<file path="src/rtl/hostCtlPkg.sv">
package hostCtlPkg;
  localparam int DATA_W   = 16;
  localparam int ADDR_W   = 2;
  localparam int CMD_BITS = 8;
  localparam int STS_BITS = 6;
  localparam int IEN_BITS = 4;
  localparam int EVT_BITS = 6;

  localparam logic [ADDR_W-1:0] ADDR_CMD = 2'd0;
  localparam logic [ADDR_W-1:0] ADDR_STS = 2'd1;
  localparam logic [ADDR_W-1:0] ADDR_IEN = 2'd2;

  localparam int CMD_RUN   = 0;
  localparam int CMD_HCRST = 1;
  localparam int CMD_MAXP  = 7;
  localparam int STS_HALT  = 5;

  typedef struct packed {
    logic cmdWr;
    logic stsWr;
    logic ienWr;
    logic hcRst;
  } regStrobe_t;
endpackage

</file>
<file path="src/rtl/hostCtlCtrl.sv">
module hostCtlCtrl
  import hostCtlPkg::*;
(
  input  logic              clk,
  input  logic              rstN,
  input  logic              busWrEn,
  input  logic [ADDR_W-1:0] busAddr,
  input  logic [DATA_W-1:0] busWrData,
  output regStrobe_t        strb
);
  logic rstPend;

  always_ff @(posedge clk) begin
    if (!rstN)        rstPend <= 1'b0;
    else if (rstPend) rstPend <= 1'b0;
    else              rstPend <= busWrEn && (busAddr == ADDR_CMD) && busWrData[CMD_HCRST];
  end

  always_comb begin
    strb.cmdWr = busWrEn && (busAddr == ADDR_CMD);
    strb.stsWr = busWrEn && (busAddr == ADDR_STS);
    strb.ienWr = busWrEn && (busAddr == ADDR_IEN);
    strb.hcRst = rstPend;
  end


  rst_pulse_chk: assert property (@(posedge clk) disable iff (!rstN)
    rstPend |=> !rstPend);
endmodule

</file>
<file path="src/rtl/hostCtlData.sv">
module hostCtlData
  import hostCtlPkg::*;
#(
  parameter int PKT_SMALL = 32,
  parameter int PKT_LARGE = 64
) (
  input  logic                clk,
  input  logic                rstN,
  input  regStrobe_t          strb,
  input  logic [ADDR_W-1:0]   busAddr,
  input  logic [DATA_W-1:0]   busWrData,
  input  logic [EVT_BITS-1:0] evtPulse,
  output logic [DATA_W-1:0]   busRdData,
  output logic                irqOut,
  output logic                schedRun,
  output logic [6:0]          maxPktLen
);
  localparam int FLAG_BITS = STS_BITS - 1;

  logic [CMD_BITS-1:0]  cmdQ;
  logic [STS_BITS-1:0]  stsQ;
  logic [IEN_BITS-1:0]  ienQ;
  logic [FLAG_BITS-1:0] setEvt;
  logic [DATA_W-1:0]    cmdRd, stsRd, ienRd;

  always_comb begin
    setEvt[0] = evtPulse[0] | evtPulse[1];
    setEvt[1] = evtPulse[2];
    setEvt[2] = evtPulse[3];
    setEvt[3] = evtPulse[4];
    setEvt[4] = evtPulse[5];
  end

  always_ff @(posedge clk) begin
    if (!rstN || strb.hcRst) cmdQ <= '0;
    else if (strb.cmdWr)     cmdQ <= busWrData[CMD_BITS-1:0];
  end

  always_ff @(posedge clk) begin
    if (!rstN || strb.hcRst) ienQ <= '0;
    else if (strb.ienWr)     ienQ <= busWrData[IEN_BITS-1:0];
  end

  for (genvar i = 0; i < FLAG_BITS; i++) begin : gFlag
    always_ff @(posedge clk) begin
      if (!rstN || strb.hcRst)                stsQ[i] <= 1'b0;
      else if (setEvt[i])                     stsQ[i] <= 1'b1;
      else if (strb.stsWr && busWrData[i])    stsQ[i] <= 1'b0;
    end


    sticky_chk: assert property (@(posedge clk) disable iff (!rstN)
      (stsQ[i] && !strb.hcRst && !(strb.stsWr && busWrData[i])) |=> stsQ[i]);

    set_wins_chk: assert property (@(posedge clk) disable iff (!rstN)
      (setEvt[i] && !strb.hcRst) |=> stsQ[i]);
  end

  always_ff @(posedge clk) begin
    if (!rstN || strb.hcRst)                     stsQ[STS_HALT] <= 1'b1;
    else if (strb.cmdWr && busWrData[CMD_RUN])   stsQ[STS_HALT] <= 1'b0;
    else if (!cmdQ[CMD_RUN])                     stsQ[STS_HALT] <= 1'b1;
  end


  halt_follow_chk: assert property (@(posedge clk) disable iff (!rstN)
    (!schedRun && !(strb.cmdWr && busWrData[CMD_RUN])) |=> stsQ[STS_HALT]);

  hc_reset_chk: assert property (@(posedge clk) disable iff (!rstN)
    strb.hcRst |=> (cmdQ == '0 && ienQ == '0 && !irqOut));

  assign cmdRd = {{(DATA_W-CMD_BITS){1'b0}}, cmdQ};
  assign stsRd = {{(DATA_W-STS_BITS){1'b0}}, stsQ};
  assign ienRd = {{(DATA_W-IEN_BITS){1'b0}}, ienQ};

  always_comb begin
    case (busAddr)
      ADDR_CMD: busRdData = cmdRd;
      ADDR_STS: busRdData = stsRd;
      ADDR_IEN: busRdData = ienRd;
      default:  busRdData = '0;
    endcase
  end

  assign irqOut    = (stsQ[0] & (ienQ[2] | ienQ[3])) | (stsQ[1] & ienQ[0]) | (stsQ[2] & ienQ[1]);
  assign schedRun  = cmdQ[CMD_RUN];
  assign maxPktLen = cmdQ[CMD_MAXP] ? 7'(PKT_LARGE) : 7'(PKT_SMALL);


  irq_idle_chk: assert property (@(posedge clk) disable iff (!rstN)
    (stsQ[2:0] == 3'b000) |-> !irqOut);


  always_comb begin
    if (rstN) begin
      reserved_zero_chk: assert (busRdData[DATA_W-1:CMD_BITS] == '0);
    end
  end
endmodule

</file>
<file path="src/rtl/hostCtlRegs.sv">
module hostCtlRegs
  import hostCtlPkg::*;
(
  input  logic        clk,
  input  logic        rstN,
  input  logic        busWrEn,
  input  logic [1:0]  busAddr,
  input  logic [15:0] busWrData,
  output logic [15:0] busRdData,
  input  logic [5:0]  evtPulse,
  output logic        irqOut,
  output logic        schedRun,
  output logic [6:0]  maxPktLen
);
  regStrobe_t strb;

  hostCtlCtrl uCtrl (
    .clk       (clk),
    .rstN      (rstN),
    .busWrEn   (busWrEn),
    .busAddr   (busAddr),
    .busWrData (busWrData),
    .strb      (strb)
  );

  hostCtlData #(.PKT_SMALL(32), .PKT_LARGE(64)) uData (
    .clk       (clk),
    .rstN      (rstN),
    .strb      (strb),
    .busAddr   (busAddr),
    .busWrData (busWrData),
    .evtPulse  (evtPulse),
    .busRdData (busRdData),
    .irqOut    (irqOut),
    .schedRun  (schedRun),
    .maxPktLen (maxPktLen)
  );
endmodule

</file>
<file path="config.mk">
export PLATFORM = sky130hd
export DESIGN_NAME = hostCtlRegs
export DESIGN_NICKNAME = d
export VERILOG_FILES = /design/src/rtl/hostCtlPkg.sv /design/src/rtl/hostCtlCtrl.sv /design/src/rtl/hostCtlData.sv /design/src/rtl/hostCtlRegs.sv
export SDC_FILE = /design/constraint.sdc
export NUM_CORES = 1
export LEC_CHECK = 0
export BUFFER_PORTS_ARGS = -buffer_cell sky130_fd_sc_hd__buf_2
export CORE_ASPECT_RATIO = 1.75
export CORE_MARGIN = 2
export CORE_UTILIZATION = 40
export DETAILED_ROUTE_END_ITERATION = 6
export GPL_ROUTABILITY_DRIVEN = 0
export PLACE_DENSITY = 0.7
export SETUP_SLACK_MARGIN = 0.2
export SLEW_MARGIN = 20
export SYNTH_ARGS = -nofsm -noshare
export SYNTH_HDL_FRONTEND = slang
export SYNTH_HIERARCHICAL = 1
export SYNTH_SLANG_ARGS = --single-unit
</file>
<file path="constraint.sdc">
create_clock -name clk -period 0.89 [get_ports clk]
set_input_delay 0.1335 -clock clk [delete_from_list [all_inputs] [get_ports clk]]
set_output_delay 0.1335 -clock clk [all_outputs]
set_load 0.02 [all_outputs]
</file>
; ---- After elaboration in Yosys (flattened, before gate mapping)
; Cells that the tools add are included.
; W data, S select, Z words.
[totals]
mem_bits_ro = 0
n_memories = 0
register_bits = 19
wordCells = 53
latchBits = 0
inputBits = 27
out_inout_bits = 25
mem_bits_rw = 0
[op_classes]
bitwise = 8
n_reduce_logical = 19
add_sub_neg = 0
n_eq_ne = 3
div = 0
n_mul = 0
magnitude_cmp = 0
shifts = 0
muxes = 14
[ops]
columns = operator, n
row1 = $pmux W8 S3, 1
row2 = $mux W1, 12
row3 = $logic_and A1 B1 Y1, 10
row4 = $reduce_bool A2 Y1, 5
row5 = $mux W7, 1
row6 = $or A1 B1 Y1, 4
row7 = $and A1 B1 Y1, 3
row8 = $eq A2 B1 Y1 const B, 1
row9 = $eq A2 B2 Y1 const B, 1
row10 = $logic_not A2 Y1, 1
row11 = $ne A2 B2 Y1 const B, 1
row12 = $reduce_or A2 Y1, 1
row13 = $logic_not A1 Y1, 1
row14 = $logic_or A1 B1 Y1, 1
row15 = $not A1 Y1, 1

; ---- Longest topological paths before layout
; Gate-level depths: netlist of run 1.
[logic_depth]
ltp_word = 5
depth_mapped = 5

; ---- By module
; Netlist of run 1, hierarchy kept.
[by_module_without_submodules]
columns = module, instances, cells_per_inst, seq_area_each_um2, area_per_inst_um2
row1 = hostCtlData, 1, 97, 360.3, 993.5
row2 = hostCtlCtrl, 1, 7, 20.0, 67.6

; ---- Least setup slack after synthesis of run 1
; No wires, ideal clock.
[synth_path]
path_kind = register to output
startpoint = register uData.cmdQ[7]
endpoint = output busRdData[7]
required_ns = 0.757
path_buffers = 0
setup_slack_ns = -0.209
arrival_time_ns = 0.966
path_stages_with_launch = 3
path_cell_list = dfxtp_1 > inv_1 > nor3_1
[synth_via]
elab_chain_cells = 1
[synth_rtl]
columns = element, line_no
row1 = start: declaration, hostCtlData.sv:20  ; logic [CMD_BITS-1:0] cmdQ;
row2 = start signal: assignment, hostCtlData.sv:36  ; else if (strb.cmdWr) cmdQ <= busWrData[CMD_BITS-1:0];
row3 = $pmux W8 S3, hostCtlData.sv:77  ; case (busAddr)
row4 = end: declaration, hostCtlRegs.sv:9  ; output logic [15:0] busRdData,
; No other way between the ends.

; ---- Worst setup path in the final report of run 1
[layout_path]
startpoint = register uData.cmdQ[0]
endpoint = output busRdData[0]
; Same word-level chain as after synthesis.

==> results of run 1 <==
## per-stage QoR
step,total power [mW],cells,TNS (ps),setup slack [ps]
2_1_floorplan,1.279,116,-210.0,-39.88
3_3_place_gp,1.321,161,-4427,-234.9
3_5_place_dp,1.329,161,-4868,-237.2
4_1_cts,2.044,171,-2084,-261.3
5_1_grt,2.152,173,-2515,-285.8
6_report,2.060,173,-1966,-249.5
## worst min-delay path by stage
stage | from | end | slack [ps] | depth (start not counted)
2_1_floorplan | evtPulse[2] | uData/stsQ[1] | 280 | 1
3_3_place_gp | evtPulse[3] | uData/stsQ[2] | 360 | 2
3_5_place_dp | evtPulse[4] | uData/stsQ[3] | 360 | 2
4_1_cts | evtPulse[3] | uData/stsQ[2] | 90 | 2
5_1_grt | evtPulse[3] | uData/stsQ[2] | 100 | 2
6_report | evtPulse[3] | uData/stsQ[2] | 100 | 2
## power by group through the flow
stage	clock (mW)	sequential [mW]	combinational, mW
after floorplan	0	0.932	0.347
after global placement	0	0.936	0.385
after detailed placement	0	0.938	0.391
after CTS	0.616	0.919	0.509
after global routing	0.657	0.926	0.569
final	0.599	0.923	0.539
## sequential cells by signal (all words and copies together), names as in the netlist
name / count
uData/cmdQ: 8
uCtrl/rstPend: 1
uData/ienQ: 4
uData/stsQ: 6
## final cells by class
cell class / count / area [um^2]
inverters: 1 / 3.754
fillers: 186 / 805.8
multi-input cells: 76 / 758.2
repair buffers: 47 / 439.2
clock buffers: 4 / 45.04
flip-flops and latches: 19 / 407.9
well taps: 26 / 32.53
## repair_timing
item | 4_1_cts | 5_1_grt
cloned | 2 | 0
resized for setup | 66 | 15
pin swaps | 13 | 7
setup endpoints to repair | 31 | 31
setup buffers | 4 | 2
## per-layer routing
layer  global-route usage  part of all wire  vias up
met5                    0                 0        -
met4              0.09428             0.024        0
met3              0.02488             0.035        6
met2               0.3114              0.56       21
met1               0.2053              0.38      402
li1                     -                 -      416
## logic make-up after synthesis
| group | Yosys count | synth area share |
|---|---|---|
| simple gates | 27 | 0.1674 |
| buf+inv | 22 | 0.1722 |
| flops | 19 | 0.3585 |
| compound gates | 18 | 0.1380 |
| mux | 17 | 0.1604 |
| other cells | 1 | 0.003534 |
## layout by cell type, fill, tap and decap left out, drive strengths merged
| cell type | n |
|---|---|
| buf | 47 |
| dfxtp | 19 |
| a21bo | 1 |
| nor3 | 1 |
| clkbuf | 4 |
| o21ai | 1 |
| nor2 | 15 |
| o21ba | 4 |
| inv | 1 |
| a21o | 1 |
| nand2b | 4 |
| a21boi | 4 |
| and3b | 1 |
| a21oi | 2 |
| nand2 | 3 |
| conb | 13 |
| o2bb2ai | 4 |
| and4b | 1 |
| nor3b | 2 |
| a22oi | 1 |
| mux2i | 17 |
| nor2b | 1 |
==> key figures, run 1 <==
Critical path
  – FF-to-FF Start: uData/stsQ[2]
  – Startpoint Class: flip-flop
  – Largest stage delay on the critical path: 350 ps
  – CP arrival: 1010 ps
  – WP buf/inv: 1
  – FF-to-FF path depth: 3
  – Worst Setup End Kind: output port
  – Cell depth of the worst setup path: 3
  – Cell chain of the critical path: mux2i_2, o2bb2ai_2, buf_6
  – Critical Path Start: uData/cmdQ[0]
  – Reg2Reg Setup Slack: 0 ps
  – CP required: 760 ps
  – CP max FO: 2
  – Cell family with the largest share of critical-path delay: flip-flops
  – Slowest cell on crit path: dfxtp_4
  – FF-to-FF End: uData/stsQ[2]
  – Kind of critical path: flip-flop to output port
  – Worst Setup EP: busRdData[0]

Pwr
  – Max IR drop VDD: 1.002 mV
  – Leakage: 0.7010 nW
  – Sw frac: 0.2804
  – Register share of total power: 0.448
  – Clock share of power: 0.290
  – NetSw: ~580 uW
  – Pint: 1.483 mW
  – PwrDens: 1222 nW/um^2
  – Comb power frac: 0.262

Clocking
  – Clock Tree Root: clkbuf_8
  – Clk_lat worst skew: 260 ps
  – CTS clk-pin slew, worst paths: 70 ps
  – CTS hold repair buffers: 0
  – CTS tree: done
  – Num CTS Buffers: 3
  – Clock Sinks: 19
  – Number of H-tree levels: 1
  – Max Buffers Root-to-Sink: 2

Drt
  – Post-route DRC: 0
  – Routed via count: 845
  – DR pass1 iterations: 3
  – Drt initial violations: 6
  – Post-route ant nets: 0
  – WL per Instance: 15.39 um
  – DR vias/cell: 4.884
  – Post-Route WL: 2.663 mm

Floorplanning
  – Core area: 2492 um^2
  – Die height: 72.13 um
  – Top Ports: 52
  – Initial core utilization: 0.4257
  – Die footprint: roughly 3100 um^2
  – # rows: 24
  – Die width: 42.93 um

Yosys
  – Commonest cells in the netlist: dfxtp_1, mux2i_1, buf_4
  – Unique masters post-synth: 27
  – Leading register cell type out of synthesis: dfxtp_1
  – Asr flop ratio synth: 0
  – Largest cells by area after synthesis: dfxtp_1, mux2i_1, buf_4
  – Mapped Area: approximately 1100 um^2
  – #FFs+latches synth: 19
  – Number of flops mapped to enable cells by yosys: 0
  – Top cell type's share of synthesized area: 0.3585
  – Syn Area/Cell: 10.20 um^2
  – Yosys top cell by area: dfxtp_1
  – Ys Warns: 6
  – Cells after Synth: 104
  – Post-synthesis sequential area ratio: 0.3585
  – Cell with the most instances after synthesis: dfxtp_1

Global route
  – Vias in the first global route: 882
  – Largest net degree at the start of global routing: 11
  – First-pass GRT wire length: 4.105 mm
  – GR Overflow Total: 0
  – Initial antenna violation count: 0
  – GR Util All Layers: 0.1782

STA
  – RSZ-0062 raised after global routing: yes
  – Final WS setup: -249.5 ps
  – Final Slew Violations: 0
  – Final setup viols: 14
  – Min Hold Slack: 95.07 ps
  – Period utilization: 1.280
  – Fin. Hold Viols: 0
  – Clock skew: 6.544 ps
  – Minimum clock period: 1139 ps
  – Highest achievable clock rate: 0.8776 GHz

Flow run
  – Max-cap check violation count: 0

Cells and area
  – Area grow syn2layout: 58.96%
  – Diodes inserted: 0
  – Fin nets: 175
  – Final Cell Area: 1687 um^2
  – Post-route core utilization: 0.6767
  – Share of layout cells above drive strength 1: 0.7551

Outcome
  – Status: finished with violations
  – Violated checks: negative setup slack

Place
  – Detailed Place HPWL: 1.792 mm
  – IO buf count: 30
  – Placed Area: approximately 1300 um^2

Worst hold path
  – Worst Hold Class: primary input to flip-flop
(Power assumes the default switching activity.)
==> run 2: changes to the inputs <==
--- a/config.mk
+++ b/config.mk
@@ -8,13 +8,12 @@
 export BUFFER_PORTS_ARGS = -buffer_cell sky130_fd_sc_hd__buf_2
 export CORE_ASPECT_RATIO = 1.75
 export CORE_MARGIN = 2
-export CORE_UTILIZATION = 40
+export CORE_UTILIZATION = 41
 export DETAILED_ROUTE_END_ITERATION = 6
 export GPL_ROUTABILITY_DRIVEN = 0
-export PLACE_DENSITY = 0.7
+export PLACE_DENSITY = 0.71
 export SETUP_SLACK_MARGIN = 0.2
 export SLEW_MARGIN = 20
 export SYNTH_ARGS = -nofsm -noshare
 export SYNTH_HDL_FRONTEND = slang
-export SYNTH_HIERARCHICAL = 1
 export SYNTH_SLANG_ARGS = --single-unit
==> run 2 against run 1 <==
  * The run still ends with negative setup slack left
  * Area after synthesis is 5.0% higher
  * Combinational power fell by 10%
  * Global-route usage is 0.33 points higher
  * Via count up 19%
  * First-iteration DRC count increased to 2.5 times the previous value
  * Worst hold slack lost 6.0 ps
  * Maximum frequency up 1.4%
  * Synthesized cell count grew 12%
  * Sequential share of layout area about the same
  * Critical endpoint is now irqOut
  * Highest routed layer unchanged
==> key figures, run 2 <==
Critical path
  – CP max FO: 2
  – Slowest cell on crit path: dfxtp_2
  – FF-to-FF path depth: 3
  – Cell family with the largest share of critical-path delay: flip-flops
  – WP buf/inv: 1
  – Kind of critical path: flip-flop to output port
  – Reg2Reg Setup Slack: -50 ps
  – CP required: 760 ps
  – FF-to-FF End: uData.ienQ[1]
  – CP arrival: 990 ps
  – Startpoint Class: flip-flop
  – FF-to-FF Start: uCtrl.rstPend
  – Largest stage delay on the critical path: 330 ps
  – Cell chain of the critical path: a22oi_2, nand2_2, buf_6
  – Worst Setup End Kind: output port

STA
  – Min Hold Slack: 89.04 ps
  – Clock skew: between 1.5 and 2 ps
  – RSZ-0062 raised after global routing: yes
  – Final Slew Violations: 0
  – Minimum clock period: 1124 ps
  – Period utilization: 1.263
  – Fin. Hold Viols: 0
  – Final WS setup: -234.3 ps
  – Highest achievable clock rate: 0.8895 GHz
  – Final setup viols: 19

Yosys
  – Largest cells by area after synthesis: dfxtp_1, mux2i_1, nand3b_1
  – Ys Warns: 0
  – Mapped Area: ~1100 um^2
  – Cell with the most instances after synthesis: nand3b_1
  – Cells after Synth: 116
  – Unique masters post-synth: 25
  – Commonest cells in the netlist: nand3b_1, dfxtp_1, mux2i_1
  – Top cell type's share of synthesized area: 0.3416
  – Leading register cell type out of synthesis: dfxtp_1
  – Post-synthesis sequential area ratio: 0.3416
  – Asr flop ratio synth: 0
  – Syn Area/Cell: 9.600 um^2
  – #FFs+latches synth: 19
  – Number of flops mapped to enable cells by yosys: 0
  – Yosys top cell by area: dfxtp_1

Cells and area
  – FILL cells: between 200 and 250
  – Register area: 402.9 um^2
  – Top flop regs: uData.cmdQ (8), uData.stsQ (6), uData.ienQ (4)
  – Non-filler cells, final: 189
  – Commonest cells after routing, fill and taps aside: nand3b_1, buf_6, buf_2, mux2i_1, buf_4
  – Diodes inserted: 0
  – Share of layout cells above drive strength 1: 0.5556
  – Max FFs per register: 8
  – Area grow syn2layout: 49.44%
  – Post-route core utilization: 0.6333
  – Most common cell after layout, fill and taps aside: nand3b_1
  – Area of the multi-input gates: ~730 um^2
  – Fin nets: 190
  – Largest Register: uData.cmdQ

Place
  – Placed insts: 176
  – Detailed Place HPWL: 2.025 mm
  – IO buf count: 30

Clocking
  – Clock Sinks: 19
  – Clock Tree Root: clkbuf_8
  – CTS hold repair buffers: 0
  – Max Buffers Root-to-Sink: 2
  – Num CTS Buffers: 3
  – CTS clk-pin slew, worst paths: ~70 ps
  – Number of H-tree levels: 1
  – CTS tree: done
  – Clk_lat worst skew: roughly 250 ps

Pwr
  – Register share of total power: 0.465
  – Clock share of power: 0.293
  – Pint: approximately 1.4 mW
  – NetSw: between 500 and 600 uW
  – Power Total: 1.991 mW
  – Comb power frac: 0.243
  – Max IR drop VDD: 0.8318 mV
  – PwrDens: around 1200 nW/um^2
  – Leakage: 0.7428 nW
  – Sw frac: 0.2804

Floorplanning
  – Core area: 2628 um^2
  – Die footprint: approximately 3200 um^2
  – Initial core utilization: 0.4238
  – Die height: 72.94 um
  – Top Ports: between 50 and 60
  – Die width: 43.40 um
  – # rows: 25

Drt
  – Routed via count: 1007
  – Post-route DRC: 0
  – Drt initial violations: 15
  – DR vias/cell: 5.328
  – Post-Route WL: 2.855 mm
  – WL per Instance: 15.11 um
  – DR pass1 iterations: 4
  – Post-route ant nets: 0

Worst hold path
  – Hold Path Stages: 2
  – Hold Startpoint: busWrData[3]
  – Worst Hold Class: primary input to flip-flop
  – Endpoint, Worst Hold: uData.stsQ[3]

Flow run
  – Max-cap check violation count: 0

Outcome
  – Violated checks: negative setup slack
  – Status: finished with violations

Global route
  – GR Util All Layers: 0.1816
  – Vias in the first global route: 947
  – Initial antenna violation count: 0
  – GR Overflow Total: 0
  – Largest net degree at the start of global routing: 16
  – Met1 usage: 0.2074
  – Met2 Use GR: 0.3367
  – Busiest grt layer: met2
  – First-pass GRT wire length: 4.312 mm
  – Grt met3 use: 0.02228
-- run 2: area by class of cell --
type	count	area share
well taps	27	0.02030
clock buffers	4	0.02707
inverters	5	0.01128
multi-input cells	83	0.4391
repair buffers	51	0.2601
flip-flops and latches	19	0.2421
-- run 2: timing repair --
item | 4_1_cts | 5_1_grt
gates cloned | 1 | 0
endpoints found under the hold margin | 0 | 0
setup buffers | 6 | 2
gates resized for setup | 49 | 7
endpoints found under the setup margin | 31 | 31
pin swaps | 7 | 0
-- run 2: kinds of logic (layout without fill, tap and decap cells) --
group	after synthesis	in the layout	share of synthesized area
buf+inv	26	60	0.1539
flops	19	19	0.3416
simple gates	40	40	0.2528
other cells	1	13	0.003368
mux	18	18	0.1618
compound gates	12	12	0.08651
-- run 2: how the worst max path moves through the flow --
stage                        from      endpoint  slack (ps)  cells past startpoint
floorplan              busAddr[0]  busRdData[0]          70                      3
global placement       busAddr[0]  busRdData[3]        -160                      4
detailed placement     busAddr[0]  busRdData[1]        -190                      4
CTS                 uData.ienQ[0]        irqOut        -240                      3
global route        uData.stsQ[0]  busRdData[0]        -270                      3
finish              uData.ienQ[0]        irqOut        -230                      3
-- run 2: power by group through the flow --
| stage | clock network, mW | logic, mW | registers (mW) |
|---|---|---|---|
| after global placement | 0 | 0.384 | 0.937 |
| final | 0.583 | 0.483 | 0.925 |
| after global routing | 0.635 | 0.516 | 0.928 |
| after detailed placement | 0 | 0.392 | 0.940 |
| after CTS | 0.592 | 0.456 | 0.923 |
| after floorplan | 0 | 0.307 | 0.930 |
-- run 2: metrics by stage --
step | area (um^2) | setup WS, ps | setup TNS [ps]
floorplan | 1250 | 65.44 | 0
global placement | 1369 | -163.0 | -2438
detailed placement | 1369 | -186.4 | -3286
CTS | 1612 | -244.1 | -1908
global route | 1664 | -266.6 | -2689
finish | 1664 | -234.3 | -1880
-- run 2: per-layer routing --
| layer | wire (um) | vias to the layer above |
|---|---|---|
| met5 | 0 | - |
| met4 | 45 | 0 |
| met3 | 96 | 8 |
| met2 | 1649 | 30 |
| met1 | 1064 | 487 |
| li1 | - | 482 |
==> run 3: changes to the inputs <==
--- a/config.mk
+++ b/config.mk
@@ -6,9 +6,11 @@
 export NUM_CORES = 1
 export LEC_CHECK = 0
 export BUFFER_PORTS_ARGS = -buffer_cell sky130_fd_sc_hd__buf_2
+export CELL_PAD_IN_SITES_DETAIL_PLACEMENT = 1
+export CELL_PAD_IN_SITES_GLOBAL_PLACEMENT = 1
 export CORE_ASPECT_RATIO = 1.75
 export CORE_MARGIN = 2
-export CORE_UTILIZATION = 41
+export CORE_UTILIZATION = 30
 export DETAILED_ROUTE_END_ITERATION = 6
 export GPL_ROUTABILITY_DRIVEN = 0
 export PLACE_DENSITY = 0.71
==> run 3 against run 2 <==
  * The run still ends with negative setup slack left
  * Flip-flop and latch count unchanged
  * Sequential share of layout area down 0.91 points
  * Via count up 1.7%
  * Maximum frequency down 2.0%
  * Non-clock buffer count up 4
  * Register-to-register slack worse by 30 ps
  * Clock skew up 5.8 ps
  * Worst setup slack worse by 23 ps
  * Critical endpoint unchanged
==> key figures, run 3 (synthesis gave the netlist of run 2 again) <==
Clocking
  – CTS clk-pin slew, worst paths: approximately 80 ps
  – Num CTS Buffers: 3
  – Number of H-tree levels: 1
  – Clock Tree Root: clkbuf_8
  – CTS hold repair buffers: 0
  – Clock Sinks: 19
  – Clk_lat worst skew: between 200 and 300 ps
  – CTS tree: done
  – Max Buffers Root-to-Sink: 2

Global route
  – Initial antenna violation count: 0
  – First-pass GRT wire length: 5.478 mm
  – GR Util All Layers: 0.1754
  – Vias in the first global route: 1096
  – GR Overflow Total: 0
  – Largest net degree at the start of global routing: 18

Critical path
  – CP required: between 700 and 800 ps
  – FF-to-FF path depth: 3
  – CP arrival: around 1000 ps
  – FF-to-FF Start: uCtrl.rstPend
  – CP max FO: 3
  – Startpoint Class: flip-flop
  – FF-to-FF End: uData.cmdQ[6]
  – Worst Setup End Kind: output port
  – Kind of critical path: flip-flop to output port
  – Reg2Reg Setup Slack: -80 ps

Floorplanning
  – # rows: 29
  – Top Ports: 52
  – Initial core utilization: 0.3100
  – Die height: 84.60 um
  – Die footprint: 4234 um^2
  – Core area: 3592 um^2
  – Die width: 50.06 um

Cells and area
  – Post-route core utilization: 0.4859
  – Area of the multi-input gates: 743.2 um^2
  – Share of layout cells above drive strength 1: 0.6024
  – Max FFs per register: 8
  – Diodes inserted: 0
  – Area grow syn2layout: 56.74%
  – FILL cells: 415
  – Largest Register: uData.cmdQ
  – Register area: 406.6 um^2
  – Commonest cells after routing, fill and taps aside: buf_6, nand3b_1, buf_2, mux2i_1, buf_4
  – Non-filler cells, final: 212
  – Fin nets: 194
  – Top flop regs: uData.cmdQ (8), uData.stsQ (6), uData.ienQ (4)
  – Most common cell after layout, fill and taps aside: buf_6

STA
  – Period utilization: 1.289
  – Clock skew: ~7.7 ps
  – Fin. Hold Viols: 0
  – Final WS setup: -257.5 ps
  – Highest achievable clock rate: between 0.8 and 0.9 GHz
  – RSZ-0062 raised after global routing: yes
  – Minimum clock period: 1147 ps
  – Final Slew Violations: 0
  – Final setup viols: 21

Place
  – Detailed Place HPWL: around 2.6 mm
  – IO buf count: 30
  – Placed insts: a little under 200

Outcome
  – Violated checks: negative setup slack
  – Status: finished with violations

Worst hold path
  – Hold Path Stages: 2
  – Worst Hold Class: primary input to flip-flop
  – Endpoint, Worst Hold: uData.stsQ[4]
  – Hold Startpoint: busWrData[4]

Drt
  – Post-Route WL: 3.666 mm
  – Drt initial violations: 22
  – DR vias/cell: just under 5
  – Routed via count: around 1.0k
  – Post-route ant nets: 0
  – WL per Instance: 17.29 um
  – Post-route DRC: 0
  – DR pass1 iterations: 4

Flow run
  – Max-cap check violation count: 0

Pwr
  – Leakage: 0.7638 nW
  – PwrDens: about 1200 nW/um^2
  – Max IR drop VDD: 0.5756 mV
  – Power Total: 2.075 mW
-- run 3: metal layers --
| metal | vias up | global-route usage | wire, um | share of wire |
|---|---|---|---|---|
| met1 | 490 | 0.1792 | 1291 | 0.35 |
| li1 | 487 | - | - | - |
| met3 | 8 | 0.01601 | 141 | 0.038 |
| met2 | 39 | 0.3242 | 2101 | 0.57 |
| met5 | - | 0 | 0 | 0 |
| met4 | 0 | 0.1136 | 132 | 0.036 |
-- run 3: power breakdown --
group          internal (mW)  switching, mW
registers              0.889         0.0366
clock network          0.320          0.312
logic                  0.241          0.276
total                   1.45          0.625
-- run 3: final cells by class --
class | count | area share
well taps | 46 | 0.03297
flip-flops and latches | 19 | 0.2330
repair buffers | 55 | 0.2717
multi-input cells | 83 | 0.4258
clock buffers | 4 | 0.02581
inverters | 5 | 0.01075
-- run 3: per-stage QoR --
stage	instance area, um^2	hold slack (ps)	setup TNS, ps	setup slack (ps)
floorplan	1250	238.5	0	65.44
finish	1745	93.48	-2319	-257.5
detailed placement	1420	371.6	-3603	-200.0
global route	1745	92.47	-3137	-298.9
global placement	1420	358.4	-2813	-180.9
CTS	1659	85.59	-2242	-263.6
-- run 3: repair_timing --
item / CTS / global route
setup buffers: 6 / 5
endpoints found under the setup margin: 31 / 31
pin swaps: 9 / 4
gates resized for setup: 52 / 10
-- run 3: critical path, stage by stage, from the launching register on --
cell	delay, ps
dfxtp_2	340
a22oi_2	210
nand2_2	70
buf_6	130
-- run 3: how the worst max path moves through the flow --
stage	startpoint	end	depth (start not counted)
final	uData.stsQ[1]	irqOut	3
after detailed placement	busAddr[0]	busRdData[1]	4
after global routing	uData.stsQ[1]	busRdData[1]	3
after floorplan	busAddr[0]	busRdData[0]	3
after CTS	uData.ienQ[0]	irqOut	3
after global placement	busAddr[0]	busRdData[2]	4
